### src/rtl/burst_ctr_pkg.sv
package burst_ctr_pkg;

    typedef enum logic [2:0] {
        CMD_HOLD  = 3'd0,
        CMD_INC   = 3'd1,
        CMD_CRST  = 3'd2,
        CMD_CLOAD = 3'd3,
        CMD_MRST  = 3'd4,
        CMD_MLOAD = 3'd5,
        CMD_MREAD = 3'd6,
        CMD_RSVD  = 3'd7
    } ctr_cmd_e;

endpackage

### src/rtl/bc_mask_reg.sv
module bc_mask_reg
    import burst_ctr_pkg::*;
#(
    parameter int ADDR_W = 18
) (
    input  logic              clk,
    input  logic              rst_n,
    input  ctr_cmd_e          cmd_i,
    input  logic [ADDR_W-1:0] addr_i,
    output logic [ADDR_W-1:0] mask_o,
    output logic              err_o
);

    localparam logic [ADDR_W-1:0] ALL_ONES = {ADDR_W{1'b1}};
    localparam logic [ADDR_W:0]   ONE_EXT  = {{ADDR_W{1'b0}}, 1'b1};

    typedef struct packed {
        logic [ADDR_W-1:0] mask;
        logic              err;
    } mask_state_t;

    mask_state_t st_q, st_d;
    logic [ADDR_W:0] filled_ext;
    logic            shape_ok;

    // A legal shape becomes a solid run of low ones once bit 0 is forced.
    always_comb begin
        filled_ext = {1'b0, addr_i} | ONE_EXT;
        shape_ok   = (addr_i != '0) && ((filled_ext & (filled_ext + ONE_EXT)) == '0);
    end

    always_comb begin
        st_d = st_q;
        unique case (cmd_i)
            CMD_MRST:  st_d.mask = ALL_ONES;
            CMD_MLOAD: begin
                st_d.mask = addr_i;
                if (!shape_ok) begin
                    st_d.err = 1'b1;
                end
            end
            default: ;
        endcase
    end

    always_ff @(posedge clk) begin
        if (!rst_n) begin
            st_q.mask <= ALL_ONES;
            st_q.err  <= 1'b0;
        end else begin
            st_q <= st_d;
        end
    end

    assign mask_o = st_q.mask;
    assign err_o  = st_q.err;

    AST_MRST_ONES: assert property (@(posedge clk) disable iff (!rst_n)
        (cmd_i == CMD_MRST) |=> (mask_o == ALL_ONES));
    AST_MLOAD_TAKES: assert property (@(posedge clk) disable iff (!rst_n)
        (cmd_i == CMD_MLOAD) |=> (mask_o == $past(addr_i)));
    AST_ERR_STICKY: assert property (@(posedge clk) disable iff (!rst_n)
        err_o |=> err_o);

endmodule

### src/rtl/bc_counter.sv
module bc_counter
    import burst_ctr_pkg::*;
#(
    parameter int ADDR_W = 18
) (
    input  logic              clk,
    input  logic              rst_n,
    input  ctr_cmd_e          cmd_i,
    input  logic [ADDR_W-1:0] addr_i,
    input  logic [ADDR_W-1:0] mask_i,
    output logic [ADDR_W-1:0] cnt_o,
    output logic              int_n_o
);

    localparam logic [ADDR_W-1:0] STEP_ONE = ADDR_W'(1);
    localparam logic [ADDR_W-1:0] STEP_TWO = ADDR_W'(2);

    typedef struct packed {
        logic [ADDR_W-1:0] cnt;
        logic [ADDR_W-1:0] mir;
        logic              int_n;
    } ctr_state_t;

    ctr_state_t st_q, st_d;

    logic [ADDR_W-1:0] step;
    logic [ADDR_W-1:0] kept_bits;
    logic [ADDR_W-1:0] stepped;
    logic [ADDR_W-1:0] inc_next;
    logic              field_full;

    // Increment datapath: the upper bits are held and only the field changes.
    always_comb begin
        step       = mask_i[0] ? STEP_ONE : STEP_TWO;
        kept_bits  = st_q.cnt & ~mask_i;
        field_full = ((st_q.cnt & mask_i) == mask_i);
        stepped    = (st_q.cnt + step) & mask_i;
        inc_next   = field_full ? (kept_bits | (st_q.mir & mask_i))
                                : (kept_bits | stepped);
    end

    always_comb begin
        st_d = st_q;
        unique case (cmd_i)
            CMD_INC: begin
                st_d.cnt   = inc_next;
                st_d.int_n = ((inc_next & mask_i) != mask_i);
            end
            CMD_CRST: begin
                st_d.cnt   = kept_bits;
                st_d.mir   = kept_bits;
                st_d.int_n = 1'b1;
            end
            CMD_CLOAD: begin
                st_d.cnt   = addr_i;
                st_d.mir   = addr_i;
                st_d.int_n = 1'b1;
            end
            CMD_MRST, CMD_MLOAD: st_d.int_n = 1'b1;
            default: ;
        endcase
    end

    always_ff @(posedge clk) begin
        if (!rst_n) begin
            st_q.cnt   <= '0;
            st_q.mir   <= '0;
            st_q.int_n <= 1'b1;
        end else begin
            st_q <= st_d;
        end
    end

    assign cnt_o   = st_q.cnt;
    assign int_n_o = st_q.int_n;

    AST_CLOAD_TAKES: assert property (@(posedge clk) disable iff (!rst_n)
        (cmd_i == CMD_CLOAD) |=> (cnt_o == $past(addr_i)));
    AST_INT_RELEASE: assert property (@(posedge clk) disable iff (!rst_n)
        (cmd_i inside {CMD_CRST, CMD_CLOAD, CMD_MRST, CMD_MLOAD}) |=> int_n_o);
    AST_OUTSIDE_KEPT: assert property (@(posedge clk) disable iff (!rst_n)
        (cmd_i == CMD_INC) |=> (((cnt_o ^ $past(cnt_o)) & ~$past(mask_i)) == '0));
    AST_BIT0_HELD: assert property (@(posedge clk) disable iff (!rst_n)
        (cmd_i == CMD_INC && !mask_i[0]) |=> (cnt_o[0] == $past(cnt_o[0])));
    AST_IDLE_STABLE: assert property (@(posedge clk) disable iff (!rst_n)
        (cmd_i inside {CMD_HOLD, CMD_MREAD, CMD_RSVD}) |=> ($stable(cnt_o) && $stable(int_n_o)));

endmodule

### src/rtl/bc_readback.sv
module bc_readback
    import burst_ctr_pkg::*;
#(
    parameter int ADDR_W = 18
) (
    input  logic              clk,
    input  logic              rst_n,
    input  ctr_cmd_e          cmd_i,
    input  logic [ADDR_W-1:0] mask_i,
    input  logic              port_en_i,
    output logic [ADDR_W-1:0] rb_o,
    output logic              rb_vld_o,
    output logic              hiz_o
);

    typedef struct packed {
        logic [ADDR_W-1:0] rb;
        logic              vld;
    } rb_state_t;

    rb_state_t st_q, st_d;

    always_comb begin
        st_d.vld = (cmd_i == CMD_MREAD);
        st_d.rb  = (cmd_i == CMD_MREAD) ? mask_i : '0;
    end

    always_ff @(posedge clk) begin
        if (!rst_n) begin
            st_q.rb  <= '0;
            st_q.vld <= 1'b0;
        end else begin
            st_q <= st_d;
        end
    end

    assign rb_o     = st_q.rb;
    assign rb_vld_o = st_q.vld;
    assign hiz_o    = st_q.vld & port_en_i;

    AST_RB_ONE_LATER: assert property (@(posedge clk) disable iff (!rst_n)
        (cmd_i == CMD_MREAD) |=> (rb_vld_o && rb_o == $past(mask_i)));
    AST_RB_QUIET: assert property (@(posedge clk) disable iff (!rst_n)
        (cmd_i != CMD_MREAD) |=> (!rb_vld_o && !hiz_o));

endmodule

### src/rtl/burst_ctr.sv
module burst_ctr
    import burst_ctr_pkg::*;
#(
    parameter int ADDR_W = 18
) (
    input  logic              clk,
    input  logic              rst_n,
    input  logic [2:0]        cmd_i,
    input  logic [ADDR_W-1:0] addr_i,
    input  logic              port_en_i,
    output logic [ADDR_W-1:0] addr_o,
    output logic              cnt_int_n_o,
    output logic [ADDR_W-1:0] mask_rb_o,
    output logic              mask_rb_vld_o,
    output logic              dq_hiz_o,
    output logic              mask_err_o
);

    ctr_cmd_e          cmd;
    logic [ADDR_W-1:0] mask;

    assign cmd = ctr_cmd_e'(cmd_i);

    bc_mask_reg #(.ADDR_W(ADDR_W)) u_mask (
        .clk    (clk),
        .rst_n  (rst_n),
        .cmd_i  (cmd),
        .addr_i (addr_i),
        .mask_o (mask),
        .err_o  (mask_err_o)
    );

    bc_counter #(.ADDR_W(ADDR_W)) u_ctr (
        .clk     (clk),
        .rst_n   (rst_n),
        .cmd_i   (cmd),
        .addr_i  (addr_i),
        .mask_i  (mask),
        .cnt_o   (addr_o),
        .int_n_o (cnt_int_n_o)
    );

    bc_readback #(.ADDR_W(ADDR_W)) u_rb (
        .clk       (clk),
        .rst_n     (rst_n),
        .cmd_i     (cmd),
        .mask_i    (mask),
        .port_en_i (port_en_i),
        .rb_o      (mask_rb_o),
        .rb_vld_o  (mask_rb_vld_o),
        .hiz_o     (dq_hiz_o)
    );

endmodule

### config.mk
export PLATFORM = sky130hd
export DESIGN_NAME = burst_ctr
export DESIGN_NICKNAME = d
export VERILOG_FILES = /design/src/rtl/burst_ctr_pkg.sv /design/src/rtl/bc_mask_reg.sv /design/src/rtl/bc_counter.sv /design/src/rtl/bc_readback.sv /design/src/rtl/burst_ctr.sv
export SDC_FILE = /design/constraint.sdc
export NUM_CORES = 1
export LEC_CHECK = 0
export ABC_AREA = 1
export BUFFER_PORTS_ARGS = -buffer_cell sky130_fd_sc_hd__buf_2
export CAP_MARGIN = 20
export CORE_ASPECT_RATIO = 1.2
export CORE_MARGIN = 3
export CORE_UTILIZATION = 53
export DETAILED_ROUTE_END_ITERATION = 10
export HOLD_SLACK_MARGIN = 0.02
export PLACE_DENSITY = 0.83
export SKIP_LAST_GASP = 1
export SYNTH_ARGS = -nofsm -noshare
export SYNTH_HDL_FRONTEND = slang
export SYNTH_HIERARCHICAL = 1
export SYNTH_SLANG_ARGS = --single-unit
### constraint.sdc
create_clock -name clk -period 5.51 [get_ports clk]
set_clock_uncertainty 0.15 [all_clocks]
set_input_delay 1.102 -clock clk [delete_from_list [all_inputs] [get_ports clk]]
set_output_delay 1.102 -clock clk [all_outputs]
set_load 0.005 [all_outputs]
==> flow_summary.yaml <==
setup_path:
  crit_path_start_kind: "input pin"
  crit_arrival_ns: 3.14
  critPathKind: "input pin to flop"
  crit_required_ns: 5.61
  cp_max_fo: 25
  endpoint_kind: "flop"
power:
  seqPwrFrac: 0.457
  switchingPower_uw: 408
  totalPowerFinal_uw: 1320
  powerDensity_nw_per_um2: 249
  comb_power_share: 0.167
  p_int_uw: 912
  p_leak_uw: 0.00268
  pwr-share-clk: 0.376
  switching_share: 0.309
  vdd_drop_max_mv: 0.173
placement:
  globalplace.congestion: 0.944
  portBuffers: 63
  hpwl_um: 9960
finish:
  drive_gt1_frac: 0.166
  area_growth_pct: 9.68
  finalNetCount: 804
  num_antenna_cells: 0
worst_hold_path:
  min_path_type: "flop to flop"
timing:
  rsz0062_at_grt: "no"
  tightest_slew_ns: 1.06
  slew_violations: 0
  timing.fmax_ghz: 0.329
  final.setup.tns_ns: 0
  setup_violations: 0
  hold_viol: 0
  fin_crit_sh: 0.551
  relSlewSlack: 0.295
  period_needed_ns: 3.04
logic_synthesis:
  ys_ff_latch: 75
  async_reset_ff_frac: 0
  yosys.area.top_type: "dfxtp_1"
  synthTopCellsByCount: "nand2_1, inv_1, dfxtp_1"
  syn_area_per_cell_sq_um: 6.51
  ys_warn_count: 6
  synthSimpleGateAreaFrac: 0.362
  syn_inst: 741
  synth_edf_count: 0
  ys_seq_area_frac: 0.311
  yosys.area.top_type_share: 0.311
  synth_fa_ha_area_frac: 0.0171
  syn_area_sq_um: 4820
  synthMuxAreaShare: 0
  synth_top_family_by_area: "simple AND/OR/NAND/NOR gates"
  synth_nets: 771
  synth_cell_types: 40
  synth_area_leaders: "dfxtp_1, nand2_1, inv_1"
  synth_ff_type: "dfxtp_1"
  synth-xor-area-share: 0.0164
  synth_most_common_cell: "nand2_1"
  synth_compound_area_frac: 0.165
floorplanning:
  fp.dieH_um: 110
  core-area_sq_um: 8700
  boundaryPins: 64
  fp-row-count: 37
  die_w_um: 93.1
  start_util: 0.554
  dieArea_sq_um: 10300
grt:
  overflow: 0
  grt_usage: 0.276
  grt_max_degree: 57
  first_global_vias: 4751
  grt_pass1_wl_um: 23100
  antenna_found_initial: 0
cts:
  cts_buffer_depth: 2
  root_buffer: "clkbuf_8"
  cts_buffers: 9
  post-cts-setup-buffers: 0
  clock_latency_ns: 0.36
  holdBufCountCts: 0
  cts_tree: "yes"
  clock-sinks: 75
  cts_resized: 0
  path_clk_slew_ns: 0.09
  htreeDepth: 3
routing:
  wire_per_inst_um: 16.0
  vias_per_cell: 5.83
  first_iter_violations: 559
  wl_um: 14300
  vias: 5224
  antenna_left: 0
  drc: 0
  drt_pass1_iterations: 5
status:
  status: "complete, no violations"
run:
  maxCapViolations: 0
==> placed cells by master (no fill, tap or decap), types with 2 or more instances in the layout <==
master and instances:
nor3_2 9, o21ai_2 3, a21boi_0 7, a31oi_1 2
nand3_2 5, nand3b_1 8, inv_1 83, nand3_1 48
bufinv_16 2, o21ai_1 3, or2_2 2, nand4_1 3
nand2_1 188, nor3_1 23, nor2_2 5, o221ai_1 16
clkbuf_8 9, o21ai_0 46, and3_1 3, nor2_1 72
buf_2 63, a21oi_1 35, inv_2 7, inv_6 3
a21oi_2 2, xor2_1 9, nand2_2 7, nor2_4 2
o22ai_1 20, ha_1 5, buf_4 3, dfxtp_1 75
nand2_4 2
==> area by class of cell <==
class,count,area (sq um)
clock buffer,9,124
tap,117,146
clock inverter,7,105
inverter,91,342
timing repair buffer,67,365
multi-input combinational,530,2700
fill,832,3420
sequential,75,1500
==> kinds of logic after synthesis <==
kind of cell	Yosys count
AND/OR/NAND/NOR	381
XOR/XNOR	9
flip-flops	75
AO/OA/AOI/OAI	134
buffers and inverters	136
adder cells (fa/ha/maj)	6
==> state kept, by name, indices dropped and copies added, names as in the netlist <==
signal and cells:
u_ctr/int_n_o 1, u_rb/rb_vld_o 1, u_ctr/st_q 18, u_mask/mask_o 18
u_ctr/cnt_o 18, u_mask/err_o 1, u_rb/rb_o 18
==> final timing paths <==
kind	endpoint	start	cells after the start	slack, ns
worst max register to register	u_ctr/int_n_o	u_mask/mask_o[0]	17	2.63
worst min-delay path	u_mask/err_o	u_mask/err_o	2	0.30
worst max-delay path	u_ctr/cnt_o[7]	cmd_i[1]	9	2.47
worst min register to register	u_mask/err_o	u_mask/err_o	2	0.30
==> per-layer routing <==
metal / GRT usage / vias to the layer above / wire length [um]
met5: 0 / - / 0
met4: 0.118 / 0 / 568
met2: 0.469 / 263 / 7130
met1: 0.349 / 2438 / 5670
met3: 0.0334 / 41 / 955
li1: - / 2482 / -
==> metrics by stage <==
step	setup slack (ns)	utilization	instance area [sq um]	hold slack, ns	cells
after floorplan	3.07	-	4820	0.293	741
after global placement	2.17	0.578	5030	0.283	879
after detailed placement	2.16	0.578	5030	0.289	879
after CTS	2.53	0.604	5260	0.303	895
after global routing	2.23	0.608	5290	0.341	896
final	2.47	0.608	5290	0.303	896
==> power groups by stage <==
stage,Sequential [uW],Combinational [uW],Clock [uW]
after global placement,613,206,0
after detailed placement,614,212,0
after global routing,607,246,527
after CTS,602,213,505
after floorplan,604,161,0
final,602,221,496
==> worst max-delay path: stages <==
cell and delay, ns:
buf_2 0.14, inv_1 0.08, nor3_1 0.15, clkinv_1 0.54
nand2_1 0.20, buf_4 0.31, inv_1 0.29, a31oi_1 0.22
a21oi_1 0.09
Note: power is estimated with default switching activity, not from simulation.
